### src/rtl/gev_pkg.sv
package gev_pkg;
    localparam int NUM_PINS     = 32;
    localparam int PINS_PER_MAP = 8;
    localparam int FIELD_W      = 4;
    localparam int NUM_PAIRS    = 8;
    localparam int NUM_IRQS     = 16;
    localparam int REG_W        = 32;
    localparam int ADDR_W       = 3;
    localparam int NUM_MAPS     = NUM_PINS / PINS_PER_MAP;
    localparam int PAIR_W       = $clog2(NUM_PAIRS);
    localparam int IRQ_W        = $clog2(NUM_IRQS);
    localparam logic [ADDR_W-1:0] ADDR_ZONE = 3'd4;
    localparam logic [ADDR_W-1:0] ADDR_STAT = 3'd5;
    typedef logic [REG_W-1:0] word_t;
endpackage

### src/rtl/gev_regs.sv
module gev_regs
    import gev_pkg::*;
(
    input  logic                         clk,
    input  logic                         rst_n,
    input  logic                         wr_en_i,
    input  logic [ADDR_W-1:0]            addr_i,
    input  word_t                        wdata_i,
    output logic [NUM_MAPS-1:0][REG_W-1:0] map_o,
    output word_t                        zone_o
);
    for (genvar m = 0; m < NUM_MAPS; m++) begin : g_map
        always_ff @(posedge clk) begin
            if (!rst_n)
                map_o[m] <= '0;
            else if (wr_en_i && addr_i == ADDR_W'(m))
                map_o[m] <= wdata_i;
        end
    end

    always_ff @(posedge clk) begin
        if (!rst_n)
            zone_o <= '0;
        else if (wr_en_i && addr_i == ADDR_ZONE)
            zone_o <= wdata_i;
    end
endmodule

### src/rtl/gev_status.sv
module gev_status
    import gev_pkg::*;
(
    input  logic                clk,
    input  logic                rst_n,
    input  logic [NUM_PINS-1:0] evt_i,
    input  logic                clr_en_i,
    input  logic [NUM_PINS-1:0] clr_mask_i,
    output logic [NUM_PINS-1:0] stat_o
);
    logic [NUM_PINS-1:0] clr_eff;

    assign clr_eff = clr_en_i ? clr_mask_i : '0;

    always_ff @(posedge clk) begin
        if (!rst_n)
            stat_o <= '0;
        else
            stat_o <= (stat_o & ~clr_eff) | evt_i;
    end
endmodule

### src/rtl/gev_route.sv
module gev_route
    import gev_pkg::*;
(
    input  logic [NUM_PINS-1:0]            stat_i,
    input  logic [NUM_MAPS-1:0][REG_W-1:0] map_i,
    input  word_t                          zone_i,
    output logic [NUM_PAIRS-1:0]           pair_pend_o,
    output logic [NUM_IRQS-1:0]            irq_o,
    output logic                           pme_o
);
    logic [FIELD_W-1:0] fld;

    always_comb begin
        pair_pend_o = '0;
        pme_o       = 1'b0;
        fld         = '0;
        for (int n = 0; n < NUM_PINS; n++) begin
            fld = map_i[n / PINS_PER_MAP][(n % PINS_PER_MAP) * FIELD_W +: FIELD_W];
            if (stat_i[n]) begin
                if (fld[FIELD_W-1])
                    pme_o = 1'b1;
                else
                    pair_pend_o[fld[PAIR_W-1:0]] = 1'b1;
            end
        end
    end

    always_comb begin
        irq_o = '0;
        for (int p = 0; p < NUM_PAIRS; p++) begin
            if (pair_pend_o[p])
                irq_o[zone_i[p * IRQ_W +: IRQ_W]] = 1'b1;
        end
    end
endmodule

### src/rtl/gpio_evt_router.sv
module gpio_evt_router
    import gev_pkg::*;
(
    input  logic        clk,
    input  logic        rst_n,
    input  logic [31:0] evt_i,
    input  logic        wr_en_i,
    input  logic [2:0]  addr_i,
    input  logic [31:0] wdata_i,
    output logic [31:0] rdata_o,
    output logic [15:0] irq_o,
    output logic        pme_o
);
    logic [NUM_MAPS-1:0][REG_W-1:0] map_q;
    word_t                          zone_q;
    logic [NUM_PINS-1:0]            pin_stat;
    logic [NUM_PAIRS-1:0]           pair_pend;

    gev_regs u_regs (
        .clk     (clk),
        .rst_n   (rst_n),
        .wr_en_i (wr_en_i),
        .addr_i  (addr_i),
        .wdata_i (wdata_i),
        .map_o   (map_q),
        .zone_o  (zone_q)
    );

    gev_status u_status (
        .clk        (clk),
        .rst_n      (rst_n),
        .evt_i      (evt_i),
        .clr_en_i   (wr_en_i && addr_i == ADDR_STAT),
        .clr_mask_i (wdata_i),
        .stat_o     (pin_stat)
    );

    gev_route u_route (
        .stat_i      (pin_stat),
        .map_i       (map_q),
        .zone_i      (zone_q),
        .pair_pend_o (pair_pend),
        .irq_o       (irq_o),
        .pme_o       (pme_o)
    );

    always_comb begin
        if (addr_i < ADDR_W'(NUM_MAPS))
            rdata_o = map_q[addr_i[$clog2(NUM_MAPS)-1:0]];
        else if (addr_i == ADDR_ZONE)
            rdata_o = zone_q;
        else if (addr_i == ADDR_STAT)
            rdata_o = pin_stat;
        else
            rdata_o = '0;
    end
endmodule

### config.mk
export PLATFORM = sky130hd
export DESIGN_NAME = gpio_evt_router
export DESIGN_NICKNAME = d
export VERILOG_FILES = /design/src/rtl/gev_pkg.sv /design/src/rtl/gev_regs.sv /design/src/rtl/gev_status.sv /design/src/rtl/gev_route.sv /design/src/rtl/gpio_evt_router.sv
export SDC_FILE = /design/constraint.sdc
export NUM_CORES = 1
export LEC_CHECK = 0
export BUFFER_PORTS_ARGS = -buffer_cell sky130_fd_sc_hd__buf_4
export CORE_UTILIZATION = 61
export CTS_CLUSTER_SIZE = 25
export DETAILED_ROUTE_END_ITERATION = 12
export PLACE_DENSITY_LB_ADDON = 0.1
export SYNTH_ARGS = -nofsm -noshare
export SYNTH_HDL_FRONTEND = slang
export SYNTH_SLANG_ARGS = --single-unit
export TNS_END_PERCENT = 5
### constraint.sdc
create_clock -name clk -period 2.5 [get_ports clk]
set_input_delay 0.375 -clock clk [delete_from_list [all_inputs] [get_ports clk]]
set_output_delay 0.375 -clock clk [all_outputs]
set_load 0.05 [all_outputs]
==> out/summary.txt, run 1 <==
Outcome - stopped before the end
Failing step - global routing (5_1_grt)
Stop Error - [ERROR GRT-0116] Global routing finished with congestion. Check the congestion regions in the DRC Viewer.
GR Util All Layers - 63.9%
Yosys reg bits - 192
Sequential element share of the synthesized area - 30.3%
Distinct cells, synth - 58
Area contributors post-synth - dfxtp_1 (30%), nand2_1 (12%), a21boi_0 (9.5%)
DIE HEIGHT - 146 um
Syn Area/Cell - 7.66 um2
Post-synth top flop - dfxtp_1
Post-synth design cell area - 12700 um2
Clk sinks - 192
Largest area contributor in the netlist - dfxtp_1
Initial core utilization - 62.5%
Largest net degree at the start of global routing - 57
RePlAce Congestion - 1.59
Hpwl dp - 47400 um
Most instantiated cells after synthesis - nand2_1 (407), dfxtp_1 (192), a21boi_0 (160)
Port Buffers - 118
Mapped Nets - 1727
Ports - 119
Number of buffers created by CTS - 17
Post-synth EDFFs - 0
Horiz. Die Dim - 146 um
Synth Instances - 1657
Ys async rst share - 0%
Gr ovfl total - 16
Row cnt - 52
Count leader, synth - nand2_1
Post-synth top area share - 30.3%
Vias in the first global route - 17400
Global-route wire length before repair - 103000 um
# H-tree levels - 4
CTS Root Cell - clkbuf_16
Clock Path Buffers - 2
Ys Warns - 0
## metal layers
metal  GRT overflow  global-route usage [%]
met5              0                    14.3
met4             10                    53.0
met3              0                    41.3
met2              6                    83.3
met1              0                    70.5
## repair_timing
| item | 4_1_cts |
|---|---|
| hold buffers | 0 |
| resized for setup | 69 |
| setup buffers | 10 |
| endpoints found under the setup margin | 17 |
| pin swaps | 17 |
## cells by family after synthesis
kind of cell           synth area share [%]
flip-flops                             30.3
AND/OR/NAND/NOR                        32.4
AO/OA/AOI/OAI                          24.5
buffers and inverters                  4.55
multiplexers                           8.32
## metrics by stage
| step | TNS [ns] | utilization [%] | setup slack [ns] | cells | instance area, um2 |
|---|---|---|---|---|---|
| floorplan | -7.86 | - | -0.230 | 1657 | 12700 |
| CTS | -14.53 | 84.8 | -0.947 | 2340 | 17200 |
| global placement | -9.57 | 80.1 | -0.721 | 2298 | 16300 |
| detailed placement | -9.58 | 80.1 | -0.744 | 2298 | 16300 |
==> run 2: changes to the inputs <==
--- a/config.mk
+++ b/config.mk
@@ -6,10 +6,9 @@
 export NUM_CORES = 1
 export LEC_CHECK = 0
 export BUFFER_PORTS_ARGS = -buffer_cell sky130_fd_sc_hd__buf_4
-export CORE_UTILIZATION = 61
-export CTS_CLUSTER_SIZE = 25
+export CORE_UTILIZATION = 40
 export DETAILED_ROUTE_END_ITERATION = 12
-export PLACE_DENSITY_LB_ADDON = 0.1
+export PLACE_DENSITY_LB_ADDON = 0.15
 export SYNTH_ARGS = -nofsm -noshare
 export SYNTH_HDL_FRONTEND = slang
 export SYNTH_SLANG_ARGS = --single-unit
==> out/summary.txt, run 2 <==
Yosys reg bits - 192 (unchanged)
Sequential share of power - 41.5%
Max FFs per register - 128
Worst Path Required - 2.12 ns
RSZ-0062 raised after global routing - true
PD cells - 430 nW/um2
Horiz. Die Dim - 180 um (was 146 um)
CP startpoint - u_status.stat_o[31]$_SDFF_PN0_
Hold-fix buffers, CTS - 0 (unchanged)
Sequential element share of the synthesized area - 30.3% (unchanged)
CTS Root Cell - clkbuf_16 (unchanged)
Layout cell share with drive strength beyond 1 - 36.9%
Setup Skew - 0 ns
Ys async rst share - 0% (unchanged)
CTS tree - done
Port Buffers - 118 (unchanged)
Hold Startpoint - evt_i[13]
Nets - 2219
HP Class - in -> reg
Global-route wire length before repair - 110000 um
Count of final setup violators - 17
Ports - 119 (unchanged)
Int Pwr - 5.23 mW
Worst vdd ir - 0.512 mV
Clk pwr share - 36.8%
# H-tree levels - 4 (unchanged)
Syn Area/Cell - 7.66 um2 (unchanged)
CTS clk-pin slew, worst paths - 0.09 ns
Worst-path fanout max - 5
Fin crit share - 149%
Comb power frac - 21.6%
CP startpoint kind - register
Ys Warns - 0 (unchanged)
Clock Path Buffers - 2 (unchanged)
Count leader, synth - nand2_1 (unchanged)
Largest area contributor in the netlist - dfxtp_1 (unchanged)
Post-synth top flop - dfxtp_1 (unchanged)
Post-synth EDFFs - 0 (unchanged)
Largest net degree at the start of global routing - 80
Crit. End Element - output port
Later-pin clock latency in the skew report - 0.46 ns
DIE AREA - 32400 um2
Commonest non-fill, non-tap cell in the layout - buf_4
Biggest regs - u_regs.map_o: 128 flops, u_regs.zone_o: 32 flops, u_status.stat_o: 32 flops
Max-slew headroom - 52.8%
CP Class - reg -> out
Antenna viol nets, final - 0
Switching power - 2.70 mW
Distinct cells, synth - 58 (unchanged)
DRC viols - 0
Pre-CTS WS - -1.16 ns (was -0.744 ns)
Most instantiated cells after synthesis - nand2_1 (407), dfxtp_1 (192), a21boi_0 (160) (unchanged)
Post-synth top area share - 30.3% (unchanged)
Data arrival, critical path - 3.34 ns
Fmax - 269 MHz
R2R setup slack - 1.06 ns
Final hold slack - 0.138 ns
Largest Register - u_regs.map_o
Worst setup margin - -1.22 ns
Pleak - 7.15 nW
Area contributors post-synth - dfxtp_1 (30%), nand2_1 (12%), a21boi_0 (9.5%) (unchanged)
Placeable Area - 30900 um2
Vias in the first global route - 15900
Routed len/inst - 30.4 um
Vias - 16700
Number of DRC markers in iteration 0 - 2618
RePlAce Congestion - 1.15 (was 1.59)
Row cnt - 64 (was 52)
Max_cap viols - 0
Clk sinks - 192 (unchanged)
Initial core utilization - 41.0% (was 62.5%)
Final count of hold timing violations - 0
Tmin final - 3.72 ns
Most frequent cells in the layout - buf_4 (530), nand2_1 (407), a21boi_0 (160), dfxtp_1 (160), o22ai_1 (120)
Antenna violations before repair - 2
DIE HEIGHT - 180 um (was 146 um)
Synth Instances - 1657 (unchanged)
Hpwl dp - 61600 um (was 47400 um)
Number of buffers created by CTS - 17 (unchanged)
Post-synth design cell area - 12700 um2 (unchanged)
Mapped Nets - 1727 (unchanged)
Final wirelength - 77900 um
Worst Tran Pin Value - 0.706 ns
Failing checks - negative setup slack
GR Util All Layers - 47.1%
Vias per cell - 6.52
Gr ovfl total - 0
Worst r2r src - u_status.stat_o[6]$_SDFF_PN0_
Area grow syn2layout - 45.5%
Outcome - finished with violations (was stopped before the end)
Pre-antenna DRT Iters - 8
Pins over their slew limit - 0
Sw Share - 34.0%
==> run 2: cell counts after synthesis <==
Identical to the previous run, type by type.
==> run 2: through the flow <==
stage	TNS [ns]	total power, mW	util, %	area (um2)	std cells
after floorplan	-7.86	3.99	-	12700	1657
after global placement	-18.20	4.90	55.3	17100	2498
after detailed placement	-15.86	4.91	55.3	17100	2498
after CTS	-17.70	7.81	58.8	18200	2547
after global routing	-19.36	8.05	59.7	18400	2558
final	-18.75	7.93	59.7	18500	2562
==> run 2: cell families (layout without fill, tap and decap cells) <==
family,Yosys count,in the layout,share of synthesized area [%]
buf+inv,142,647,4.55
compound gates,444,444,24.5
other cells,0,4,0
simple gates,815,815,32.4
flops,192,192,30.3
mux,64,64,8.32
==> run 2: power by group through the flow <==
stage               sequential [mW]  clock (mW)  combinational, mW
floorplan                      3.30           0              0.691
global placement               3.34           0               1.56
detailed placement             3.35           0               1.57
CTS                            3.28        2.90               1.63
global route                   3.29        3.01               1.75
finish                         3.29        2.92               1.72
==> run 2: per-layer routing <==
| metal | track usage (%) | part of all wire (%) |
|---|---|---|
| met1 | 57.3 | 37 |
| met5 | 0 | 0 |
| met3 | 11.7 | 12 |
| met4 | 31.7 | 8.3 |
| met2 | 74.0 | 43 |
==> run 2: final timing paths <==
check                                                      end  cells after the start
worst min-delay path            u_status.stat_o[13]$_SDFF_PN0_                      3
worst max register to register   u_status.stat_o[6]$_SDFF_PN0_                      3
worst min register to register  u_regs.zone_o[28]$_SDFFE_PN0P_                      2
worst max-delay path                                  irq_o[4]                     10
==> run 2: critical path, stage by stage, from the launching register on <==
cell and delay, ns:
dfxtp_1 0.52, or3b_1 0.47, o22ai_1 0.43, nor4_2 0.13, nand4_2 0.14, buf_4 0.16
nor2_4 0.05, buf_4 0.14, nor4_1 0.44, or4_4 0.23, buf_6 0.15
==> run 2: area by class of cell <==
cell class | count | area [um2]
Tap cell | 396 | 495
Clock buffer | 17 | 425
Timing Repair Buffer | 573 | 4620
Clock inverter | 15 | 164
Multi-Input combinational cell | 1323 | 8700
Fill cell | 2714 | 12500
Sequential cell | 192 | 3890
Inverter | 42 | 158
Antenna cell | 4 | 10.0
==> run 2: what timing repair did <==
item,CTS,global route
endpoints found under the setup margin,17,17
gates cloned,3,0
buffers inserted,15,11
pin swaps,29,23
resized for setup,94,55
Power figures use the tool's default switching activity.
==> run 3: changes to the inputs <==
--- a/config.mk
+++ b/config.mk
@@ -5,9 +5,10 @@
 export SDC_FILE = /design/constraint.sdc
 export NUM_CORES = 1
 export LEC_CHECK = 0
-export BUFFER_PORTS_ARGS = -buffer_cell sky130_fd_sc_hd__buf_4
+export BUFFER_PORTS_ARGS = -buffer_cell sky130_fd_sc_hd__buf_2
 export CORE_UTILIZATION = 40
 export DETAILED_ROUTE_END_ITERATION = 12
+export GPL_TIMING_DRIVEN = 0
 export PLACE_DENSITY_LB_ADDON = 0.15
 export SYNTH_ARGS = -nofsm -noshare
 export SYNTH_HDL_FRONTEND = slang
==> out/summary.txt, run 3 (synthesis gave the netlist of run 2 again) <==
Hold path depth - 3 (unchanged)
Horiz. Die Dim - 180 um (unchanged)
Failing checks - negative setup slack (unchanged)
Worst Hold Path EP - u_status.stat_o[21]$_SDFF_PN0_ (was u_status.stat_o[13]$_SDFF_PN0_)
Worst Reg-to-Reg Cells - 3 (unchanged)
Clk pwr share - 39.0% (was 36.8%)
CTS clk-pin slew, worst paths - 0.08 ns (was 0.09 ns)
Crit. End Element - output port (unchanged)
DRC viols - 0 (unchanged)
Clk sinks - 192 (unchanged)
Outcome - finished with violations (unchanged)
Row cnt - 64 (unchanged)
CTS Root Cell - clkbuf_16 (unchanged)
Sw Share - 32.9% (was 34.0%)
Sequential share of power - 43.9% (was 41.5%)
Fin crit share - 149% (unchanged)
Tmin final - 3.72 ns (unchanged)
CP startpoint kind - register (unchanged)
Final wirelength - 71900 um (was 77900 um)
Pleak - 5.41 nW (was 7.15 nW)
Area grow syn2layout - 25.0% (was 45.5%)
Worst vdd ir - 0.533 mV (was 0.512 mV)
Post-Route Utilization - 51.3% (was 59.7%)
CTS tree - done (unchanged)
Largest Register - u_regs.map_o (unchanged)
Comb power frac - 17.1% (was 21.6%)
GR Util All Layers - 43.7% (was 47.1%)
Number of DRC markers in iteration 0 - 1921 (was 2618)
Biggest regs - u_regs.map_o: 128 flops, u_regs.zone_o: 32 flops, u_status.stat_o: 32 flops (unchanged)
Antenna violations before repair - 1 (was 2)
R2R setup slack - 1.39 ns (was 1.06 ns)
Worst setup margin - -1.22 ns (unchanged)
Fmax - 269 MHz (unchanged)
Port Buffers - 116 (was 118)
Tot Pwr - 7.68 mW (was 7.93 mW)
Int Pwr - 5.15 mW (was 5.23 mW)
Vias per cell - 6.66 (was 6.52)
Pre-antenna DRT Iters - 5 (was 8)
Final count of hold timing violations - 0 (unchanged)
Max FFs per register - 128 (unchanged)
Initial core utilization - 41.0% (unchanged)
Setup Skew - 0 ns (unchanged)
Later-pin clock latency in the skew report - 0.47 ns (was 0.46 ns)
CP Class - reg -> out (unchanged)
Hpwl dp - 56400 um (was 61600 um)
Max-slew headroom - 23.2% (was 52.8%)
Cell area after layout - 15900 um2 (was 18500 um2)
Routed len/inst - 31.8 um (was 30.4 um)
DIE HEIGHT - 180 um (unchanged)
Pre-CTS WS - -1.41 ns (was -1.16 ns)
Global-route wire length before repair - 100000 um (was 110000 um)
Most frequent cells in the layout - nand2_1 (404), a21boi_0 (160), dfxtp_1 (119), o22ai_1 (115), buf_2 (105) (was buf_4 (530), nand2_1 (407), a21boi_0 (160), dfxtp_1 (160), o22ai_1 (120))
Count of final setup violators - 24 (was 17)
RSZ-0062 raised after global routing - true (unchanged)
Worst Path Required - 2.12 ns (about the same)
PD cells - 484 nW/um2 (was 430 nW/um2)
Worst-path fanout max - 10 (was 5)
# diodes - 0 (was 4)
# H-tree levels - 4 (unchanged)
Worst Tran Pin Value - 1.15 ns (was 0.706 ns)
Final-layout fill cell count - 3061 (was 2714)
Ports - 119 (unchanged)
Commonest non-fill, non-tap cell in the layout - nand2_1 (was buf_4)
Placed cells - 2169 (was 2498)
Data arrival, critical path - 3.34 ns (about the same)
RePlAce Congestion - 1.10 (was 1.15)
Pins over their slew limit - 0 (unchanged)
Antenna viol nets, final - 0 (unchanged)
Vias - 15100 (was 16700)
Gr ovfl total - 0 (unchanged)
Layout cell share with drive strength beyond 1 - 26.1% (was 36.9%)
Nets - 1927 (was 2219)
Vias in the first global route - 13800 (was 15900)
Non-filler cells, final - 2265 (was 2562)
R2R Path End - u_regs.zone_o[11]$_SDFFE_PN0P_ (was u_status.stat_o[6]$_SDFF_PN0_)
Clock Path Buffers - 2 (unchanged)
DIE AREA - 32400 um2 (unchanged)
Post-DP Area - 13800 um2 (was 17100 um2)
Hold-fix buffers, CTS - 0 (unchanged)
Hold Startpoint - evt_i[21] (was evt_i[13])
Switching power - 2.52 mW (was 2.70 mW)
Worst r2r src - u_regs.zone_o[11]$_SDFFE_PN0P_ (was u_status.stat_o[6]$_SDFF_PN0_)
HP Class - in -> reg (unchanged)
Number of buffers created by CTS - 17 (unchanged)
Largest net degree at the start of global routing - 19 (was 80)
Max_cap viols - 0 (unchanged)
Placeable Area - 30900 um2 (unchanged)
[run 3: cell count changes in the layout (fill, tap and decap cells not counted), sizes merged]
cell / change
clkdlybuf4s15: -1
inv: -3
buf: -377
clkinv: -4
clkinvlp: +3
diode: -4
clkbuf: +87
bufinv: +2
[run 3: final cells by class]
type                    instances  area, um2  area share [%]
multi-input cells            1323       8890            56.1
flip-flops and latches        192       3990            25.1
repair buffers                181       1240            7.81
well taps                     396        495            3.12
plain buffers                 100        473            2.98
clock buffers                  18        439            2.77
clock inverters                13        176            1.11
inverters                      42        158           0.994
[run 3: repair_timing]
action,4_1_cts,5_1_grt
pin swaps,43,22
resized for setup,239,64
buffers inserted,57,7
setup endpoints to repair,47,40
cloned,1,0
[run 3: critical path, stage by stage (launching register included)]
cell and delay, ns:
dfxtp_2 0.49, nand2b_1 0.29, o22ai_1 0.15, nor4_1 0.30, nand4_1 0.14, buf_4 0.21, buf_2 0.19, nand4_1 0.21
o2111ai_2 0.18, or4_1 0.52, buf_6 0.18
[run 3: power groups by stage]
stage	clock network, mW	logic, mW	registers (mW)
2_1_floorplan	0	0.691	3.30
3_3_place_gp	0	1.12	3.43
3_5_place_dp	0	1.12	3.43
4_1_cts	2.99	1.25	3.35
5_1_grt	3.11	1.36	3.36
6_report	3.00	1.31	3.37
[run 3: through the flow]
step | TNS (ns) | hold WS [ns]
final | -18.53 | 0.125
after global routing | -19.31 | 0.136
after CTS | -19.10 | 0.122
after detailed placement | -40.13 | 0.493
after global placement | -39.93 | 0.485
after floorplan | -7.86 | 0.462
[run 3: how the worst max path moves through the flow]
stage / startpoint / end / slack [ns] / cells past startpoint
2_1_floorplan: addr_i[0] / rdata_o[21] / -0.23 / 5
3_3_place_gp: u_regs.map_o[59]$_SDFFE_PN0P_ / irq_o[1] / -1.50 / 8
3_5_place_dp: u_regs.map_o[59]$_SDFFE_PN0P_ / irq_o[1] / -1.41 / 8
4_1_cts: u_status.stat_o[7]$_SDFF_PN0_ / irq_o[3] / -1.13 / 10
5_1_grt: u_regs.map_o[10]$_SDFFE_PN0P_ / irq_o[7] / -1.24 / 10
6_report: u_regs.map_o[53]$_SDFFE_PN0P_ / irq_o[13] / -1.22 / 10
[run 3: metal layers]
metal / GRT usage (%) / vias up / routed length, um
met5: 0.296 / - / 0
met2: 66.6 / 1109 / 31100
met1: 55.5 / 7299 / 27900
met4: 29.1 / 0 / 5240
met3: 9.78 / 260 / 7680
li1: - / 6425 / -
==> run 4: changes to the inputs <==
--- a/config.mk
+++ b/config.mk
@@ -5,6 +5,7 @@
 export SDC_FILE = /design/constraint.sdc
 export NUM_CORES = 1
 export LEC_CHECK = 0
+export ABC_AREA = 1
 export BUFFER_PORTS_ARGS = -buffer_cell sky130_fd_sc_hd__buf_2
 export CORE_UTILIZATION = 40
 export DETAILED_ROUTE_END_ITERATION = 12
==> out/summary.txt, run 4 <==
Max FFs per register - 128 (unchanged)
Pleak - 7.49 nW (was 5.41 nW)
Final count of hold timing violations - 0 (unchanged)
Biggest regs - u_regs.map_o: 128 flops, u_regs.zone_o: 32 flops, u_status.stat_o: 32 flops (unchanged)
Global-route wire length before repair - 99900 um (was 100000 um)
Fin crit share - 115% (was 149%)
Port Buffers - 116 (unchanged)
Post-synth design cell area - 13100 um2 (was 12700 um2)
Post-DP Area - 14200 um2 (was 13800 um2)
# H-tree levels - 4 (unchanged)
Ports - 119 (unchanged)
Pre-antenna DRT Iters - 6 (was 5)
CP startpoint kind - register (unchanged)
CP Class - reg -> out (unchanged)
Post-synth top area share - 29.3% (was 30.3%)
Nets - 2481 (was 1927)
Area grow syn2layout - 20.1% (was 25.0%)
Largest net degree at the start of global routing - 19 (unchanged)
Ys Warns - 0 (unchanged)
Count of final setup violators - 22 (was 24)
Sequential element share of the synthesized area - 29.3% (was 30.3%)
Pins over their slew limit - 0 (unchanged)
Post-Route Utilization - 49.3% (was 51.3%)
Worst-path fanout max - 6 (was 10)
Layout cell share with drive strength beyond 1 - 21.3% (was 26.1%)
Yosys reg bits - 192 (unchanged)
Routed len/inst - 24.8 um (was 31.8 um)
WL met1 - 27600 um (was 27900 um)
Worst Path Required - 2.12 ns (about the same)
Synth Instances - 2256 (was 1657)
Clk sinks - 192 (unchanged)
Setup TNS - -5.76 ns (was -18.53 ns)
Outcome - finished with violations (unchanged)
Fmax - 347 MHz (was 269 MHz)
Tmin final - 2.89 ns (was 3.72 ns)
Antenna viol nets, final - 0 (unchanged)
Initial core utilization - 41.1% (was 41.0%)
Data arrival, critical path - 2.51 ns (was 3.34 ns)
Metal2 WL - 31500 um (was 31100 um)
PD cells - 510 nW/um2 (was 484 nW/um2)
CTS clk-pin slew, worst paths - 0.08 ns (about the same)
Largest Register - u_regs.map_o (unchanged)
Post-synth EDFFs - 0 (unchanged)
Commonest non-fill, non-tap cell in the layout - nand2_1 (unchanged)
Later-pin clock latency in the skew report - 0.46 ns (was 0.47 ns)
Cell area after layout - 15700 um2 (was 15900 um2)
Worst vdd ir - 0.375 mV (was 0.533 mV)
Hold-fix buffers, CTS - 0 (unchanged)
DIE AREA - 33500 um2 (was 32400 um2)
GR Util All Layers - 42.0% (was 43.7%)
Vias per cell - 5.89 (was 6.66)
Hold path depth - 3 (unchanged)
Failing checks - negative setup slack (unchanged)
Distinct cells, synth - 30 (was 58)
Ys async rst share - 0% (unchanged)
HP Class - in -> reg (unchanged)
DRC viols - 0 (unchanged)
Count leader, synth - nand2_1 (unchanged)
Crit. End Element - output port (unchanged)
Number of DRC markers in iteration 0 - 2304 (was 1921)
Hpwl dp - 57300 um (was 56400 um)
Placeable Area - 31900 um2 (was 30900 um2)
RSZ-0062 raised after global routing - true (unchanged)
Max-slew headroom - 19.3% (was 23.2%)
Clock Path Buffers - 2 (unchanged)
CTS Root Cell - clkbuf_16 (unchanged)
Final hold slack - 0.129 ns (was 0.125 ns)
Setup Skew - 0 ns (unchanged)
Vias in the first global route - 15200 (was 13800)
Area contributors post-synth - dfxtp_1 (29%), nand2_1 (14%), nor2_1 (11%) (was dfxtp_1 (30%), nand2_1 (12%), a21boi_0 (9.5%))
Number of buffers created by CTS - 17 (unchanged)
Syn Area/Cell - 5.81 um2 (was 7.66 um2)
Most instantiated cells after synthesis - nand2_1 (487), nor2_1 (381), inv_1 (264) (was nand2_1 (407), dfxtp_1 (192), a21boi_0 (160))
RePlAce Congestion - 1.12 (was 1.10)
Worst Tran Pin Value - 1.21 ns (was 1.15 ns)
Row cnt - 65 (was 64)
Final wirelength - 71100 um (was 71900 um)
Gr ovfl total - 0 (unchanged)
Max_cap viols - 0 (unchanged)
Largest area contributor in the netlist - dfxtp_1 (unchanged)
Vias - 16900 (was 15100)
Worst setup margin - -0.385 ns (was -1.22 ns)
Max Used Layer - met5 (was met4)
Post-synth top flop - dfxtp_1 (unchanged)
Met3 routed WL - 6950 um (was 7680 um)
Most frequent cells in the layout - nand2_1 (453), nor2_1 (325), inv_1 (230), nand3_1 (218), o21ai_0 (210) (was nand2_1 (404), a21boi_0 (160), dfxtp_1 (119), o22ai_1 (115), buf_2 (105))
Antenna violations before repair - 1 (unchanged)
Worst Reg-to-Reg Cells - 2 (was 3)
Mapped Nets - 2326 (was 1727)
DIE HEIGHT - 183 um (was 180 um)
Horiz. Die Dim - 183 um (was 180 um)
CTS tree - done (unchanged)
## run 4: cell families after synthesis
logic type             Yosys count  synth area share [%]
AO/OA/AOI/OAI                  519                  21.8
buffers and inverters          375                  11.3
flip-flops                     192                  29.3
AND/OR/NAND/NOR               1170                  37.5
## run 4: worst paths after layout
check	from	endpoint	slack, ns
hold reg to reg	u_status.stat_o[1]$_SDFF_PN0_	u_status.stat_o[1]$_SDFF_PN0_	0.50
setup reg to reg	u_regs.zone_o[24]$_SDFFE_PN0P_	u_regs.zone_o[24]$_SDFFE_PN0P_	1.61
hold / removal	evt_i[21]	u_status.stat_o[21]$_SDFF_PN0_	0.13
setup / recovery	u_status.stat_o[27]$_SDFF_PN0_	irq_o[9]	-0.39
## run 4: what timing repair did
item / 4_1_cts / 5_1_grt
resized for setup: 153 / 173
pin swaps: 21 / 41
setup endpoints to repair: 48 / 29
buffers inserted: 9 / 8
hold endpoints to repair: 0 / 0
gates cloned: 1 / 2
## run 4: metrics by stage
step	cells	worst slack, ns	total power, mW
6_report	2860	-0.385	8.02
5_1_grt	2859	-0.432	8.22
4_1_cts	2849	-0.351	7.85
3_5_place_dp	2807	-0.622	4.94
3_3_place_gp	2807	-0.629	4.93
2_1_floorplan	2256	0.110	4.33
## run 4: cell type report
cell class	instances	area (um2)
fill	3488	16200
multi-input combinational	1689	8230
sequential	192	3970
inverter	292	1100
timing repair buffer	136	847
tap	435	544
clock buffer	19	453
buffer	83	437
clock inverter	13	144
antenna	1	2.50
## run 4: power by group
group          switching, mW  internal (mW)  total, mW  leakage, nW
Clock                   1.45           1.47       2.92        0.284
Combinational           1.22          0.466       1.69         5.61
Sequential             0.222           3.19       3.41         1.60
## run 4: critical path, stage by stage, from the launching register on
cell	delay [ns]
dfxtp_4	0.43
clkinvlp_4	0.21
nor2_4	0.23
nand3_2	0.15
nand2_2	0.13
nor2_1	0.05
nand2_1	0.08
nor2_2	0.06
nand2_4	0.14
buf_6	0.16
nand2_2	0.06
nand2_4	0.07
nor2_4	0.05
nand2_1	0.07
buf_6	0.15
## run 4: metal layers
metal  up-vias  global-route usage (%)
met3       241                    8.66
met2      1060                    66.1
met4         2                    27.0
met1      7834                    52.2
met5         -                       0
li1       7713                       -
